$ cat src/rtl/ram_scan_pkg.sv
package ram_scan_pkg;
   typedef enum logic [1:0] {
      TM_ISOLATE = 2'b00,
      TM_DRIVE   = 2'b01,
      TM_BYPASS  = 2'b10,
      TM_PRELOAD = 2'b11
   } tm_mode_e;
endpackage

$ cat src/rtl/ram_core.sv
module ram_core #(
   parameter int AW = 4,
   parameter int DW = 8
) (
   input  logic          clk,
   input  logic          rst_n,
   input  logic          we,
   input  logic [AW-1:0] addr,
   input  logic [DW-1:0] wdata,
   output logic [DW-1:0] rd_q
);
   localparam int DEPTH = 1 << AW;

   logic [DW-1:0] mem [DEPTH];

   always_ff @(posedge clk) begin
      if (we) mem[addr] <= wdata;
   end

   always_ff @(posedge clk or negedge rst_n) begin
      if (!rst_n) rd_q <= '0;
      else        rd_q <= mem[addr];
   end
endmodule

$ cat src/rtl/ram_addr_ctl.sv
module ram_addr_ctl
   import ram_scan_pkg::*;
#(
   parameter int AW     = 4,
   parameter int PRE_AW = 2
) (
   input  logic          test_mode,
   input  tm_mode_e      mode,
   input  logic          we,
   input  logic [AW-1:0] addr,
   output logic          core_we,
   output logic [AW-1:0] core_addr
);
   logic in_preload;
   assign in_preload = test_mode && (mode == TM_PRELOAD);
   assign core_we    = we && !in_preload;

   generate
      if (PRE_AW >= AW) begin : g_full
         assign core_addr = addr;
      end else begin : g_fold
         logic [AW-1:0] folded;
         assign folded    = {{(AW-PRE_AW){1'b0}}, addr[PRE_AW-1:0]};
         assign core_addr = in_preload ? folded : addr;
      end
   endgenerate
endmodule

$ cat src/rtl/ram_out_sel.sv
module ram_out_sel
   import ram_scan_pkg::*;
#(
   parameter int          AW         = 4,
   parameter int          DW         = 8,
   parameter bit          DRIVE_CTRL = 1'b1,
   parameter logic [DW-1:0] DRIVE_VAL = '0
) (
   input  logic          test_mode,
   input  tm_mode_e      mode,
   input  logic          oe,
   input  logic          we,
   input  logic [AW-1:0] addr,
   input  logic [DW-1:0] wdata,
   input  logic [DW-1:0] rd_q,
   output logic [DW-1:0] rdata
);
   logic [DW-1:0] drv_word;

   generate
      if (DRIVE_CTRL) begin : g_ctrl_drive
         for (genvar i = 0; i < DW; i++) begin : g_bit
            assign drv_word[i] = addr[i % AW] ^ we;
         end
      end else begin : g_const_drive
         assign drv_word = DRIVE_VAL;
      end
   endgenerate

   always_comb begin
      if (!test_mode) begin
         rdata = oe ? rd_q : '0;
      end else begin
         unique case (mode)
            TM_ISOLATE: rdata = '0;
            TM_DRIVE:   rdata = drv_word;
            TM_BYPASS:  rdata = wdata;
            default:    rdata = oe ? rd_q : '0;
         endcase
      end
   end
endmodule

$ cat src/rtl/ram_scan_wrap.sv
module ram_scan_wrap
   import ram_scan_pkg::*;
#(
   parameter int            AW         = 4,
   parameter int            DW         = 8,
   parameter int            PRE_AW     = 2,
   parameter bit            DRIVE_CTRL = 1'b1,
   parameter logic [DW-1:0] DRIVE_VAL  = '0
) (
   input  logic          clk,
   input  logic          rst_n,
   input  logic [AW-1:0] addr,
   input  logic [DW-1:0] wdata,
   input  logic          we,
   input  logic          oe,
   input  logic          test_mode,
   input  logic [1:0]    mode_sel,
   output logic [DW-1:0] rdata
);
   generate
      if (AW < 1 || AW > 12) begin : g_bad_aw
         $error("ram_scan_wrap: AW out of range");
      end
      if (DW < 1) begin : g_bad_dw
         $error("ram_scan_wrap: DW must be positive");
      end
      if (PRE_AW < 1 || PRE_AW > AW) begin : g_bad_pre
         $error("ram_scan_wrap: PRE_AW must lie in 1..AW");
      end
   endgenerate

   tm_mode_e      mode;
   logic          core_we;
   logic [AW-1:0] core_addr;
   logic [DW-1:0] rd_q;

   assign mode = tm_mode_e'(mode_sel);

   ram_addr_ctl #(.AW(AW), .PRE_AW(PRE_AW)) u_addr (
      .test_mode (test_mode),
      .mode      (mode),
      .we        (we),
      .addr      (addr),
      .core_we   (core_we),
      .core_addr (core_addr)
   );

   ram_core #(.AW(AW), .DW(DW)) u_core (
      .clk   (clk),
      .rst_n (rst_n),
      .we    (core_we),
      .addr  (core_addr),
      .wdata (wdata),
      .rd_q  (rd_q)
   );

   ram_out_sel #(.AW(AW), .DW(DW), .DRIVE_CTRL(DRIVE_CTRL), .DRIVE_VAL(DRIVE_VAL)) u_out (
      .test_mode (test_mode),
      .mode      (mode),
      .oe        (oe),
      .we        (we),
      .addr      (addr),
      .wdata     (wdata),
      .rd_q      (rd_q),
      .rdata     (rdata)
   );


   oe_quiet_chk: assert property (@(posedge clk) disable iff (!rst_n)
      (!test_mode && !oe) |-> (rdata == '0));


   isolate_quiet_chk: assert property (@(posedge clk) disable iff (!rst_n)
      (test_mode && mode_sel == 2'b00) |-> (rdata == '0));


   bypass_follow_chk: assert property (@(posedge clk) disable iff (!rst_n)
      (test_mode && mode_sel == 2'b10) |-> (rdata == wdata));


   preload_nowrite_chk: assert property (@(posedge clk) disable iff (!rst_n)
      (test_mode && mode_sel == 2'b11) |-> !core_we);


   preload_window_chk: assert property (@(posedge clk) disable iff (!rst_n)
      (test_mode && mode_sel == 2'b11) |-> (core_addr < AW'(1 << PRE_AW) || PRE_AW == AW));
endmodule

$ cat config.mk
export PLATFORM = sky130hd
export DESIGN_NAME = ram_scan_wrap
export DESIGN_NICKNAME = d
export VERILOG_FILES = /design/src/rtl/ram_scan_pkg.sv /design/src/rtl/ram_core.sv /design/src/rtl/ram_addr_ctl.sv /design/src/rtl/ram_out_sel.sv /design/src/rtl/ram_scan_wrap.sv
export SDC_FILE = /design/constraint.sdc
export NUM_CORES = 1
export LEC_CHECK = 0
export BUFFER_PORTS_ARGS = -buffer_cell sky130_fd_sc_hd__buf_2
export CELL_PAD_IN_SITES_DETAIL_PLACEMENT = 1
export CELL_PAD_IN_SITES_GLOBAL_PLACEMENT = 2
export CORE_ASPECT_RATIO = 0.7
export CORE_MARGIN = 5
export CORE_UTILIZATION = 41
export CTS_CLUSTER_SIZE = 40
export DETAILED_ROUTE_END_ITERATION = 16
export HOLD_SLACK_MARGIN = 0.1
export PLACE_DENSITY_LB_ADDON = 0.05
export SYNTH_ARGS = -nofsm -noshare
export SYNTH_HDL_FRONTEND = slang
export SYNTH_SLANG_ARGS = --single-unit
export TNS_END_PERCENT = 50
$ cat constraint.sdc
create_clock -name clk -period 1.8 [get_ports clk]
set_input_delay 0.36 -clock clk [delete_from_list [all_inputs] [get_ports clk]]
set_output_delay 0.36 -clock clk [all_outputs]
set_load 0.005 [all_outputs]
# After elaboration in Yosys (flattened, before gate mapping)
# Memory sizes are Yosys's and may differ from the RTL's. A register that Yosys moved wholly into a read port is not among the register bits.
# Index checks and enable logic that the tools add are counted.
[op_classes] eq_ne=3 mux=6 n_bitwise=4 reduce_logical=5
[op_table] cell="case mux 8 bit (3 select lines)" n=1
[op_table] cell="2-to-1 mux 8 bit" n=2
[op_table] cell="== test 2 bit (second input constant)" n=2
[op_table] cell="2-to-1 mux 4 bit" n=1
[op_table] cell="XOR 1 bit" n=4
[op_table] cell="== test 2 x 1 -> 1 bit (second input constant)" n=1
[op_table] cell="logical AND 1 bit" n=2
[op_table] cell="logical NOT 1 bit" n=2
[op_table] cell="logical NOT 2 bit" n=1
[op_table] cell="2-to-1 mux 1 bit" n=2
[totals] register_bits=0 ramBits=128 input_bits=19 out_inout_bits=8 elab_cells=19 mem_count=1
[mem_list] name="u_core.mem" depth=16 word_bits=8 read_ports=1 rd_ports_with_merged_regs=1 write_ports=1 line_no="ram_core.sv:14" text="logic [DW-1:0] mem [DEPTH];"

# Logic depth before layout (Yosys ltp)
[depth] depth_word=6 depth_mapped=5 mapped_depth_nobuf=3

# Cells and area by module
# A second synthesis with hierarchy kept.
[unflattened] cells_unflattened=258 hier_area_um2=5357.6
[modules_own_cells] mod="ram_core" instances=1 cells_each=230 area_each_um2=5107.4 seq_area_each_um2=4043.9
[modules_own_cells] mod="ram_out_sel" instances=1 cells_each=22 area_each_um2=211.5 seq_area_each_um2=0.0
[modules_own_cells] mod="ram_addr_ctl" instances=1 cells_each=6 area_each_um2=38.8 seq_area_each_um2=0.0

# Least setup slack after synthesis
# Ideal clock, no wire load.
[synth_timing] kind="input -> register" from="input addr[0]" to="memory u_core.mem[0][0], enable pin" setup_ns=0.370 t_arrival_ns=1.564 required_time_ns=1.430 setup_slack_ns=-0.134 cell_stages=4 path_buffers=2 path_cell_list="buf_6 buf_6 or4b_4 nor2_1"
[synth_via] elab_chain_len=1
[synth_lines] item="start: declaration" line_no="ram_scan_wrap.sv:12" text="input logic [AW-1:0] addr,"
[synth_lines] item="2-to-1 mux 4 bit" line_no="ram_addr_ctl.sv:24" text="assign core_addr = in_preload ? folded : addr;"
[synth_lines] item="end: declaration" line_no="ram_core.sv:14"
# No other way between the ends.

# Final worst setup path
[layout_timing] from="input addr[0]" to="output rdata[0]"
[layout_via] elab_chain_len=3
[layout_lines] item="XOR 1 bit" line_no="ram_out_sel.sv:23" text="assign drv_word[i] = addr[i % AW] ^ we;"
[layout_lines] item="case mux 8 bit (3 select lines)" line_no="ram_out_sel.sv:34" text="unique case (mode)"
[layout_lines] item="2-to-1 mux 8 bit" line_no="ram_out_sel.sv:31" text="if (!test_mode) begin"
[layout_lines] item="end: declaration" line_no="ram_scan_wrap.sv:18" text="output logic [DW-1:0] rdata"
# No other way between the ends.

==> tab_implementation.tex <==
\begin{tabular}{lr}
\hline
Metric & Value \\
\hline
\multicolumn{2}{l}{\textbf{Status}} \\
\quad Result of the run & finished, final reports clean \\
\multicolumn{2}{l}{\textbf{Synthesis}} \\
\quad Count of cell types in the netlist & 25 \\
\quad Most used standard cell by instance count after synthesis & edfxtp\_1 \\
\quad Gate Count Post-Synth & 281 \\
\quad Net count of the mapped netlist & 300 \\
\quad Top cell types by occurrence after synthesis & edfxtp\_1 (128), mux4\_2 (26), nand3\_1 (18), nand4\_1 (17), nor2\_1 (17) \\
\quad Main area contributors after synthesis & edfxtp\_1 (70\%), mux4\_2 (11\%), dfrtp\_1 (3.6\%) \\
\quad Most instantiated flip-flop cell in the synthesis netlist & edfxtp\_1 \\
\quad Portion of the post-synthesis area used by sequential elements & 73.7\% \\
\quad Dominant cell type by area after synthesis & edfxtp\_1 \\
\quad Number of enable flip-flop cells after synthesis & about 130 \\
\quad Post-synthesis instance area & 0.00549 mm\^{}2 \\
\quad Area fraction of the dominant cell type after synthesis & 70.0\% \\
\quad Mean instance size in the synthesized netlist & 19.5 um\^{}2 \\
\quad Synth async-reset ratio & 5.88\% \\
\quad Register bit count reported by yosys & between 100 and 150 \\
\quad Yosys warning total & 0 \\
\multicolumn{2}{l}{\textbf{Run}} \\
\quad Count of maximum capacitance violations & 0 \\
\multicolumn{2}{l}{\textbf{Die}} \\
\quad Number of placement rows & 35 \\
\quad Die Outline Area & 0.0158 mm\^{}2 \\
\quad Number of top-level pins & 27 \\
\quad Starting Density & 41.8\% \\
\quad Die height & 107 um \\
\quad Area of the core region & 0.0131 mm\^{}2 \\
\quad X dimension of the die & 148 um \\
\multicolumn{2}{l}{\textbf{Clock network}} \\
\quad Number of H-tree branching levels & 4 \\
\quad Total number of clock tree sinks & 136 \\
\quad Number of buffers inserted by post-CTS setup repair & 0 \\
\quad Number of buffers created by CTS & 17 \\
\quad TritonCTS clock tree & yes \\
\quad Master cell of the clock root buffer & clkbuf\_16 \\
\quad Clock transition at the register clock pins on the worst setup and hold paths after CTS & 0.06 ns \\
\quad Maximum clock path buffer count & 2 \\
\quad Clock latency at the later pin of the worst-skew pair & $\sim$0.4 ns \\
\multicolumn{2}{l}{\textbf{Power}} \\
\quad Sequential cell fraction of total power & 50.5\% \\
\quad Largest vdd supply drop & $\sim$0.56 mV \\
\quad Share of total power in combinational logic & 6.8\% \\
\quad Switching Power & 1.57 mW \\
\quad Clock network fraction of total power & 42.7\% \\
\quad Internal power summed over all cells & 5.49 mW \\
\quad Switch share & 22.2\% \\
\quad Power Dens Cells & 1080 mW/mm\^{}2 \\
\quad Standby leakage power & 2.22 nW \\
\multicolumn{2}{l}{\textbf{GRT}} \\
\quad Wire length of the first global-routing pass & 20300 um \\
\quad Gr usage total & 18.1\% \\
\quad Antenna violations before repair & 0 \\
\quad Via count of the first global-routing pass & just over 3000 \\
\quad Largest net degree at the start of global routing & 29 \\
\quad Total congestion overflow & 0 \\
\multicolumn{2}{l}{\textbf{Min path}} \\
\quad Hold Crit Depth & 1 \\
\quad Worst min path class & input pin to flop \\
\multicolumn{2}{l}{\textbf{Routing}} \\
\quad Via total after detailed routing & approximately 3000 \\
\quad Aggregate routed wire length & about 13000 um \\
\quad Detailed-router iteration count before antenna repair & 4 \\
\quad Count of nets left with antenna violations after detail routing & 0 \\
\quad Initial drt markers & around 180 \\
\quad Drc violations & 0 \\
\quad Wire length per cell & between 20 and 30 um \\
\quad Average via count per standard cell & between 5 and 6 \\
\multicolumn{2}{l}{\textbf{Setup path}} \\
\quad Launching element type of the critical path & input pin \\
\quad Sort of element at the end of the critical path & output port \\
\quad Required time worst endpoint & 1.44 ns \\
\quad Maximum fanout encountered on the critical timing path & 7 \\
\quad Setup CP Type & input pin to output port \\
\quad Worst reg-to-reg path cell count & 3 \\
\quad CP arrival & 1.33 ns \\
\quad Reg-to-reg setup timing slack & 0.50 ns \\
\multicolumn{2}{l}{\textbf{STA}} \\
\quad Number of endpoints with negative hold slack in the final report & 0 \\
\quad Clock Skews & 0.0127 ns \\
\quad Relative slew margins & 72.0\% \\
\quad Final critical path time including I/O delays and setup & 1.69 ns \\
\quad RSZ-0062 raised after global routing & no \\
\quad Maximum achievable frequency & between 0.5 and 0.6 GHz \\
\quad Slew @ Worst Pin & 0.421 ns \\
\quad Final clock period utilization by the worst path & a little over nine tenths \\
\quad Worst hold slack across all endpoints & 0.259 ns \\
\quad Max Transition Viols Final & 0 \\
\quad Final critical-path setup slack & $\sim$0.11 ns \\
\quad Final setup violation count & 0 \\
\multicolumn{2}{l}{\textbf{Placed design}} \\
\quad Number of input and output port buffers inserted & 26 \\
\quad Placer Congestion & 0.795 \\
\quad Worst setup timing slack at the placement stage & -0.0858 ns \\
\quad HPWL after DPL & 9230 um \\
\multicolumn{2}{l}{\textbf{Finish}} \\
\quad Post-layout net count & 365 \\
\quad Antenna diode instance count & 0 \\
\quad Relative area change from synthesis to final layout & 19.4\% \\
\quad Share of cells above drive strength 1 & 34.0\% \\
\hline
\end{tabular}
[worst paths after layout]
kind | start | end
max | addr[0] | rdata[0]
min | wdata[2] | u_core.mem[1][2]
max reg2reg | u_core.mem[14][0] | u_core.rd_q[0]
min in group asynchronous | rst_n | u_core.rd_q[0]
min reg2reg | u_core.mem[2][0] | u_core.rd_q[0]
max in group asynchronous | rst_n | u_core.rd_q[3]
[registers in the layout, indices dropped and copies added (netlist names)]
name and count:
u_core.mem 128, u_core.rd_q 8
[power by group through the flow]
stage                     clock [mW]  combinational (mW)  sequential, mW
after detailed placement           0               0.489            3.63
after global placement             0               0.484            3.63
final                           3.01               0.482            3.57
after global routing            3.26               0.523            3.57
after floorplan                    0               0.262            3.62
after CTS                       3.10               0.493            3.57
[stage by stage]
stage | instances | TNS (ns) | util [%] | instance area (um^2) | total power [mW]
floorplan | 281 | -3.21 | - | 5490 | 3.88
global placement | 492 | -1.94 | 45.8 | 6020 | 4.12
detailed placement | 492 | -6.66 | 45.8 | 6020 | 4.12
CTS | 525 | 0 | 49.9 | 6550 | 7.16
global route | 525 | 0 | 49.9 | 6560 | 7.36
finish | 525 | 0 | 49.9 | 6560 | 7.06
[repair_timing]
action	4_1_cts	5_1_grt
hold endpoints to repair	8	0
setup endpoints to repair	8	2
gates resized for setup	1	1
hold buffers	1	0
[critical path, stage by stage]
cell	delay [ns]
buf_2	0.22
buf_6	0.18
xnor2_1	0.15
o2bb2ai_1	0.11
a22o_1	0.19
buf_2	0.12
[metal layers]
metal	routed length (um)	vias to the layer above	track usage, %
li1	-	1302	-
met1	6800	1538	27.8
met2	5980	68	25.9
met3	608	7	4.65
met4	102	0	4.22
met5	0	-	0
[cell usage in the layout (no fill, tap or decap), types with 4 or more instances in the layout]
master        n
mux4_2       26
dfrtp_1       8
a22o_1        8
clkbuf_16    17
mux4_1        6
o2bb2ai_1     8
o21ai_0       8
buf_2        26
clkinvlp_4    4
nand4_1      17
xnor2_1       4
nand3_1      18
buf_4        35
nor2_1       17
edfxtp_1    128
[cell families after synthesis]
| group | Yosys count | synth area share [%] |
|---|---|---|
| buf+inv | 20 | 2.44 |
| xor+xnor | 4 | 0.638 |
| flops | 136 | 73.7 |
| simple gates | 64 | 6.29 |
| mux | 32 | 13.5 |
| compound gates | 25 | 3.42 |
[final cells by class]
class | instances | area [um^2]
Clock buffer | 19 | 433
Clock inverter | 13 | 82.6
Fill cell | 1222 | 6580
Multi-Input combinational cell | 125 | 1320
Sequential cell | 136 | 4040
Tap cell | 166 | 208
Timing Repair Buffer | 66 | 474
(Power assumes the default switching activity.)
